## src/rtl/tcam_pkg.sv

```systemverilog
package tcam_pkg;

    typedef struct packed {
        logic b1;
        logic b2;
    } tcode_t;

    typedef enum logic [1:0] {
        ST_IDLE,
        ST_PRE,
        ST_EVAL,
        ST_DONE
    } seq_state_t;

    function automatic tcode_t tc_encode(input logic value, input logic care);
        tcode_t c;
        c.b1 = care & ~value;
        c.b2 = care & value;
        return c;
    endfunction

    function automatic logic tc_match(input tcode_t c, input logic key_bit);
        logic m;
        case ({c.b1, c.b2})
            2'b00:   m = 1'b1;
            2'b10:   m = ~key_bit;
            2'b01:   m = key_bit;
            default: m = 1'b0;
        endcase
        return m;
    endfunction

endpackage

```

## src/rtl/tcam_seq.sv

```systemverilog
module tcam_seq
    import tcam_pkg::*;
#(
    parameter int WIDTH = 8,
    localparam int IW = (WIDTH > 1) ? $clog2(WIDTH) : 1
) (
    input  logic          clk,
    input  logic          rst,
    input  logic          start,
    output logic          ready,
    output logic          load,
    output logic          eval_en,
    output logic          running,
    output logic          done,
    output logic [IW-1:0] bit_idx
);

    localparam logic [IW-1:0] LAST_BIT = IW'(WIDTH - 1);

    seq_state_t state;

    always_ff @(posedge clk) begin
        if (rst) begin
            state   <= ST_IDLE;
            bit_idx <= '0;
        end else begin
            case (state)
                ST_IDLE: begin
                    if (start) begin
                        state   <= ST_PRE;
                        bit_idx <= '0;
                    end
                end
                ST_PRE:  state <= ST_EVAL;
                ST_EVAL: begin
                    if (bit_idx == LAST_BIT) begin
                        state <= ST_DONE;
                    end else begin
                        bit_idx <= bit_idx + 1'b1;
                        state   <= ST_PRE;
                    end
                end
                default: state <= ST_IDLE;
            endcase
        end
    end

    always_comb begin
        ready   = (state == ST_IDLE);
        load    = ready & start;
        eval_en = (state == ST_EVAL);
        running = (state == ST_PRE) | (state == ST_EVAL);
        done    = (state == ST_DONE);
    end

endmodule

```

## src/rtl/tcam_word.sv

```systemverilog
module tcam_word
    import tcam_pkg::*;
#(
    parameter int WIDTH = 8,
    localparam int IW = (WIDTH > 1) ? $clog2(WIDTH) : 1
) (
    input  logic             clk,
    input  logic             rst,
    input  logic             wr_en,
    input  logic [WIDTH-1:0] wr_value,
    input  logic [WIDTH-1:0] wr_care,
    input  logic             load,
    input  logic             eval_en,
    input  logic             running,
    input  logic [IW-1:0]    bit_idx,
    input  logic             key_bit,
    output logic             match,
    output logic             active
);

    tcode_t cells [WIDTH];
    logic   valid;
    logic   acc;

    always_ff @(posedge clk) begin
        if (rst) begin
            valid <= 1'b0;
            for (int b = 0; b < WIDTH; b++) begin
                cells[b] <= '0;
            end
        end else if (wr_en) begin
            valid <= 1'b1;
            for (int b = 0; b < WIDTH; b++) begin
                cells[b] <= tc_encode(wr_value[b], wr_care[b]);
            end
        end
    end

    // Accumulator: only an enabled word is evaluated; a failed word sleeps.
    always_ff @(posedge clk) begin
        if (rst) begin
            acc <= 1'b0;
        end else if (load) begin
            acc <= valid;
        end else if (eval_en && acc) begin
            acc <= tc_match(cells[bit_idx], key_bit);
        end
    end

    assign match  = acc;
    assign active = acc & running;

endmodule

```

## src/rtl/tcam_prio.sv

```systemverilog
module tcam_prio #(
    parameter int DEPTH = 8,
    localparam int AW = (DEPTH > 1) ? $clog2(DEPTH) : 1
) (
    input  logic [DEPTH-1:0] vec,
    output logic             any,
    output logic [AW-1:0]    idx
);

    always_comb begin
        idx = '0;
        for (int i = DEPTH - 1; i >= 0; i--) begin
            if (vec[i]) begin
                idx = AW'(i);
            end
        end
        any = |vec;
    end

endmodule

```

## src/rtl/bst_cam.sv

```systemverilog
module bst_cam
    import tcam_pkg::*;
#(
    parameter int WIDTH = 8,
    parameter int DEPTH = 8,
    localparam int AW = (DEPTH > 1) ? $clog2(DEPTH) : 1,
    localparam int IW = (WIDTH > 1) ? $clog2(WIDTH) : 1
) (
    input  logic             clk,
    input  logic             rst,
    input  logic             wr_en,
    input  logic [AW-1:0]    wr_addr,
    input  logic [WIDTH-1:0] wr_value,
    input  logic [WIDTH-1:0] wr_care,
    output logic             ready,
    input  logic             srch_start,
    input  logic [WIDTH-1:0] srch_key,
    output logic             done,
    output logic [DEPTH-1:0] match_vec,
    output logic [DEPTH-1:0] word_active,
    output logic             hit_valid,
    output logic [AW-1:0]    hit_index
);

    logic          load;
    logic          eval_en;
    logic          running;
    logic [IW-1:0] bit_idx;
    logic [WIDTH-1:0] key_q;
    logic          key_bit;

    tcam_seq #(.WIDTH(WIDTH)) u_seq (
        .clk     (clk),
        .rst     (rst),
        .start   (srch_start),
        .ready   (ready),
        .load    (load),
        .eval_en (eval_en),
        .running (running),
        .done    (done),
        .bit_idx (bit_idx)
    );

    always_ff @(posedge clk) begin
        if (rst) begin
            key_q <= '0;
        end else if (load) begin
            key_q <= srch_key;
        end
    end

    assign key_bit = key_q[bit_idx];

    for (genvar w = 0; w < DEPTH; w++) begin : g_word
        logic sel;
        assign sel = wr_en & ready & (wr_addr == AW'(w));

        tcam_word #(.WIDTH(WIDTH)) u_word (
            .clk      (clk),
            .rst      (rst),
            .wr_en    (sel),
            .wr_value (wr_value),
            .wr_care  (wr_care),
            .load     (load),
            .eval_en  (eval_en),
            .running  (running),
            .bit_idx  (bit_idx),
            .key_bit  (key_bit),
            .match    (match_vec[w]),
            .active   (word_active[w])
        );
    end

    tcam_prio #(.DEPTH(DEPTH)) u_prio (
        .vec (match_vec),
        .any (hit_valid),
        .idx (hit_index)
    );

endmodule

```

## config.mk

```make
export PLATFORM = sky130hd
export DESIGN_NAME = bst_cam
export DESIGN_NICKNAME = d
export VERILOG_FILES = /design/src/rtl/tcam_pkg.sv /design/src/rtl/tcam_seq.sv /design/src/rtl/tcam_word.sv /design/src/rtl/tcam_prio.sv /design/src/rtl/bst_cam.sv
export SDC_FILE = /design/constraint.sdc
export NUM_CORES = 1
export LEC_CHECK = 0
export BUFFER_PORTS_ARGS = -buffer_cell sky130_fd_sc_hd__buf_2
export CAP_MARGIN = 10
export CORE_MARGIN = 5
export CORE_UTILIZATION = 54
export CTS_CLUSTER_DIAMETER = 100
export DETAILED_ROUTE_END_ITERATION = 10
export GPL_TIMING_DRIVEN = 0
export MAX_ROUTING_LAYER = met4
export PLACE_DENSITY = 0.72
export REMOVE_ABC_BUFFERS = 1
export SYNTH_ARGS = -nofsm -noshare
export SYNTH_HDL_FRONTEND = slang
export SYNTH_HIERARCHICAL = 1
export SYNTH_SLANG_ARGS = --single-unit
```

## constraint.sdc

```tcl
create_clock -name clk -period 4.63 [get_ports clk]
set_input_delay 0.2315 -clock clk [delete_from_list [all_inputs] [get_ports clk]]
set_output_delay 0.2315 -clock clk [all_outputs]
set_load 0.01 [all_outputs]
```

Yosys cells after proc, flatten, opt, wreduce, memory -nomap -nowiden:

Memories as Yosys holds them, arrays and structs flattened. A register that Yosys moved wholly into a read port is not among the register bits.
Index checks and enable logic that the tools add are counted.

* word-level logic and storage cells: 341
* bits in registers: 29
* output and inout bits: 22
* input port bits: 31
* RAM bits: 128
* memories: 8

Memory list
* g_word[0].u_word.cells: depth 8, width 2, rd ports 1, clocked after memory_dff 1, write ports 8, line tcam_word.sv:21 `tcode_t cells [WIDTH];`
* g_word[1].u_word.cells: depth 8, width 2, rd ports 1, clocked after memory_dff 1, write ports 8, line tcam_word.sv:21
* g_word[2].u_word.cells: depth 8, width 2, rd ports 1, clocked after memory_dff 1, write ports 8, line tcam_word.sv:21
* g_word[3].u_word.cells: depth 8, width 2, rd ports 1, clocked after memory_dff 1, write ports 8, line tcam_word.sv:21
* g_word[4].u_word.cells: depth 8, width 2, rd ports 1, clocked after memory_dff 1, write ports 8, line tcam_word.sv:21
* g_word[5].u_word.cells: depth 8, width 2, rd ports 1, clocked after memory_dff 1, write ports 8, line tcam_word.sv:21
* +2 memories

* reduce and logical (&&, ||, !) cells: 29
* add/sub/neg operators: 1
* equal/unequal tests: 29
* bitwise gates (word level): 108
* mux-type cells: 146
* $lt $le $gt $ge: 1

Operators by type and width (number)
* $mux W2: 66
* $mux W3: 26
* $or A1 B1 Y1: 65
* $mux W1: 43
* $and A1 B1 Y1: 34
* $pmux W1 S3: 8
* $eq A2 B2 Y1 const B: 10
* $eq A2 B1 Y1 const B: 9
* $logic_not A2 Y1: 9
* $reduce_bool A2 Y1: 9
* $eq A3 B3 Y1 const B: 5
* $not A1 Y1: 9
* $logic_and A1 B1 Y1: 8
* $reduce_or A8 Y1: 1
* $eq A3 B2 Y1 const B: 2
* $pmux W2 S3: 1
* $pmux W3 S2: 1
* $lt A3 B4 Y1 const B: 1
* $add A3 B1 Y3 const B: 1
* $bmux W1 S3: 1
* $eq A3 B1 Y1 const B: 1
* $logic_not A3 Y1: 1
* $reduce_and A3 Y1: 1
* $ne A2 B1 Y1 const B: 1
* $ne A2 B2 Y1 const B: 1

Longest topological paths before layout:

* word-level depth: 8
* depth in mapped cells: 8
* depth with buffers taken out: 7

Hierarchy:

The synthesis kept the hierarchy.

Modules (own cells, without submodules)
* tcam_word: instances 8, seq. area each 520.5 um^2, cells an instance 68, area an instance 857.1 um^2
* bst_cam: instances 1, seq. area each 160.2 um^2, cells an instance 42, area an instance 404.1 um^2
* tcam_seq: instances 1, seq. area each 100.1 um^2, cells an instance 31, area an instance 295.3 um^2
* tcam_prio: instances 1, seq. area each 0.0 um^2, cells an instance 13, area an instance 81.3 um^2

Worst setup path after synthesis:

OpenSTA, ideal clock, no wires.

* path kind: register -> register
* start point: register u_seq.bit_idx[0]
* end point: register g_word[0].u_word.acc
* period minus slack after synthesis: 3284 ps
* required time: 4542 ps
* cell stages (with the launch flop): 8
* path slack: 1346 ps
* arrival time: 3196 ps
* library setup time: 88 ps
* path buffers: 1
* cells stage by stage: dfxtp_1 mux4_1 mux2_2 clkbuf_1 mux4_2 nor2_1 and4b_1 nor4_2

* word-level cells in the longest chain between the ends: 6

Ends and longest elaborated chain
* start: declaration: line tcam_seq.sv:15 `output logic [IW-1:0] bit_idx`
* start signal: assignment: line tcam_seq.sv:39 `bit_idx <= bit_idx + 1'b1;`
* $bmux W1 S3 (*): line bst_cam.sv:52 `assign key_bit = key_q[bit_idx];`
* $mux W1 (not written as such) (*): line bst_cam.sv:52
* net key_bit: line bst_cam.sv:30 `logic key_bit;`
* $not A1 Y1: line tcam_pkg.sv:26 `2'b10: m = ~key_bit;`
* $pmux W1 S3 (*): line tcam_pkg.sv:24 `case ({c.b1, c.b2})`
* $mux W1 (*): line tcam_word.sv:45 `end else if (eval_en && acc) begin`
* $mux W1 (*): line tcam_word.sv:43 `end else if (load) begin`
* end signal: assignment: line tcam_word.sv:44 `acc <= valid;`
* end signal: assignment: line tcam_word.sv:46 `acc <= tc_match(cells[bit_idx], key_bit);`
* end: declaration: line tcam_word.sv:23 `logic acc;`

Mark *: on every way through the listed nets, which the timed path passes. The rest lies on a longest branch. The select of a mux whose other input is x is not followed.
A chain may end at the register's enable or synchronous reset.

Final worst setup path:

* start point: register u_seq.bit_idx[2]
* end point: register g_word[2].u_word.acc

* word-level cells in the longest chain between the ends: 6

Ends and longest elaborated chain (line)
* $bmux W1 S3 (*): bst_cam.sv:52
* $mux W1 (not written as such) (*): bst_cam.sv:52
* net key_bit: bst_cam.sv:30
* $not A1 Y1: tcam_pkg.sv:26
* $pmux W1 S3 (*): tcam_pkg.sv:24
* $mux W1 (*): tcam_word.sv:45
* $mux W1 (*): tcam_word.sv:43
* end signal: assignment: tcam_word.sv:44
* end signal: assignment: tcam_word.sv:46
* end: declaration: tcam_word.sv:23

Marks and branches as above.

==> key figures <==
STA
  • Post-route minimum period: 3.57 ns
  • Slew @ Worst Pin: roughly 1.1 ns
  • Final setup vio count: 0
  • Slew margin rel.: about 29%
  • Max Clock Skew: ~0.012 ns
  • Period utilisation layout: between 70% and 80%
  • Final slew viol count: 0
  • Final Hold Viols: 0
  • Fin Hold WS: ~0.059 ns
  • Max Clock Freq: about 0.28 GHz
  • RSZ-0062 raised after global routing: no

Yosys
  • Ys Warns: 6
  • Netlist Area Pre-Place: approximately 0.0076 mm^2
  • Yosys reg bits: around 160
  • Area contributors post-synth: edfxtp_1 50%, dfxtp_1 7.6%, mux2i_1 7.6%
  • Most common cell in the netlist: edfxtp_1
  • Yosys top cell by area: edfxtp_1
  • Sequential-to-total area share from yosys stat: 57.9%
  • Syn_area_per_cell: 12.1 um^2
  • Mapped Cells: between 600 and 700
  • Distinct cells, synth: 37
  • Synth Flop Type: edfxtp_1
  • Most common library cells after synthesis: 128 x edfxtp_1, 91 x nor2_1, 58 x mux2i_1
  • Post-synth top area share: 50.3%
  • Number of synthesized flops with an enable pin: approximately 130
  • Share of flip-flops with an asynchronous set or reset: 0%

Global routing
  • Gr usage total: between 20% and 30%
  • First-pass GRT wire length: between 20000 and 30000 um
  • Largest net degree at the start of global routing: 68
  • Vias in the first global route: between 5000 and 6000
  • Initial antenna violation count: 0
  • Final global-route overflow total: 0

Clocking
  • Total CTS buffers: 17
  • CTS tree: yes
  • # clock sinks: 157
  • Clock Latency Late Sink: approximately 0.42 ns
  • # Post-CTS Setup Buffers: 0
  • Cts hold-fix bufs: 0
  • Htree depth: 4
  • Post-cts sizing count: 0
  • CTS Root Cell: clkbuf_16
  • Worst-path clk slew: around 0.06 ns
  • CTS max path bufs: 2

Floorplanning
  • # rows: between 40 and 50
  • Initial Utilization: between 50% and 60%
  • Die Ht: 129 um
  • Total Die Area: roughly 0.017 mm^2
  • Core Footprint: between 0.01 and 0.015 mm^2
  • IO Pins: 53
  • Die extent in x: 129 um

Drt
  • Vias: 5223
  • Via density per instance: between 5 and 6
  • Final WL: roughly 17000 um
  • Wire per inst: between 15 and 20 um
  • Drt initial violations: between 300 and 400
  • ANT nets after route: 0
  • Drt first pass iters: 7
  • DRC: 0

Power
  • Static Leak: approximately 3.3 nW
  • Worst ir drop on vdd: slightly above 0.3 mV
  • Power per cell area: roughly 400 mW/mm^2

Cells and area
  • Diode count: 0
  • NumNets Final: 714
  • Share of layout cells above drive strength 1: between 10% and 20%
  • Final core occ: 62.7%
  • Fin area: 0.00870 mm^2
  • Synthesis-to-finish area growth: 14.0%
  • Register area: about 0.0044 mm^2
  • Fillers: between 1000 and 1500
  • Area of the multi-input gates: 0.00309 mm^2
  • Non-Filler Instances: ~870

Outcome
  • Status: complete, no violations

Critical path
  • Buf+Inv Stages, Crit Path: 1
  • Setup crit start kind: register
  • Critical Path RT: between 4 and 5 ns
  • Crit Path Max Fanout: 33
  • WS Path Type: register to register
  • CP peak stage delay: 1.02 ns
  • Critical path cell sequence: mux4_1, mux2_2, buf_12, mux4_2, nor2_1, and4b_1, nor4_2
  • CP endpoint kind: register
  • Crit path DAT: 3.89 ns
  • Critical path's top delay family: multiplexers
  • Critical-path top delay cell: dfxtp_1

Run
  • Max cap viols: 0

Placement
  • Final HPWL DP: 10600 um
  • Dpl cells: 839
  • Routability congestion estimate: between 0.7 and 0.8
  • IO Port Bufs: 52
  • Placed cell area: ~0.008 mm^2

Min path
  • Worst Hold Class: input port to register
==> worst reg2reg max path: stages, from the launching register on <==
cell	delay (ns)
dfxtp_1	1.02
mux4_1	0.68
mux2_2	0.56
buf_12	0.30
mux4_2	0.30
nor2_1	0.11
and4b_1	0.25
nor4_2	0.26
==> cell families (layout without fill, tap and decap cells) <==
family / count (synthesis) / count (layout) / share of synthesized area [%]
flip-flops: 157 / 157 / 57.9
adder cells (fa/ha/maj): 5 / 5 / 0.819
AO/OA/AOI/OAI: 29 / 29 / 2.69
buffers and inverters: 29 / 90 / 1.57
AND/OR/NAND/NOR: 341 / 341 / 26.2
multiplexers: 69 / 69 / 10.8
==> area by class of cell <==
type / instances / share of cell area [%]
clock inverter: 14 / 2.24
tap: 180 / 2.59
inverter: 3 / 0.129
sequential: 157 / 50.9
clock buffer: 18 / 4.93
timing repair buffer: 55 / 3.68
multi-input combinational: 444 / 35.5
==> power by group <==
part           internal (mW)  switching (mW)
Clock                  0.902           0.552
Sequential              1.60          0.0308
Combinational          0.125           0.197
==> worst paths after layout <==
path              depth (start not counted)                           startpoint  slack (ns)                                   to
setup / recovery                          7        u_seq/bit_idx[2]$_SDFFE_PP0P_        1.06  g_word[2].u_word/match$_SDFFE_PP0P_
hold / removal                            3                          srch_key[4]        0.06                key_q[4]$_SDFFE_PP0P_
setup reg to reg                          7        u_seq/bit_idx[2]$_SDFFE_PP0P_        1.06  g_word[2].u_word/match$_SDFFE_PP0P_
hold reg to reg                           2  g_word[0].u_word/valid$_SDFFE_PP0P_        0.48  g_word[0].u_word/valid$_SDFFE_PP0P_
==> stage by stage <==
stage                     power, mW  setup TNS, ns  worst slack, ns
after detailed placement       1.98              0             1.07
after global placement         1.96          -2.33           -0.315
after floorplan                1.84              0            0.954
final                          3.40              0             1.06
after global routing           3.52              0            0.895
after CTS                      3.42              0             1.06
==> per-layer routing <==
metal / routed length [um] / track usage, % / vias up
met1: 7260 / 27.8 / 2560
met5: 0 / - / -
li1: - / - / 2453
met3: 1160 / 4.32 / 26
met2: 8340 / 35.1 / 184
met4: 313 / 8.34 / 0
==> registers in the layout, indices dropped and copies added (netlist names) <==
register and flops:
u_seq/state 2, u_seq/bit_idx 3, g_word.u_word/valid 8, g_word.u_word/cells 128, key_q 8, g_word.u_word/match 8
==> layout by cell type, fill, tap and decap left out, drive strengths merged, types with 5 or more instances in the layout <==
cell | Yosys | final
or2 | 8 | 8
and2 | 10 | 10
and3 | 48 | 48
mux4 | 10 | 10
nor3b | 24 | 24
buf | 10 | 55
clkbuf | 16 | 18
and3b | 17 | 17
and4b | 16 | 16
mux2i | 58 | 58
nor2b | 17 | 17
nand3 | 10 | 10
edfxtp | 128 | 128
a2111oi | 8 | 8
a31oi | 8 | 8
nor2 | 91 | 91
nand2 | 50 | 50
clkinv | 0 | 6
ha | 5 | 5
dfxtp | 29 | 29
nor4 | 9 | 9
nand3b | 33 | 33
Note: power is estimated with default switching activity, not from simulation.
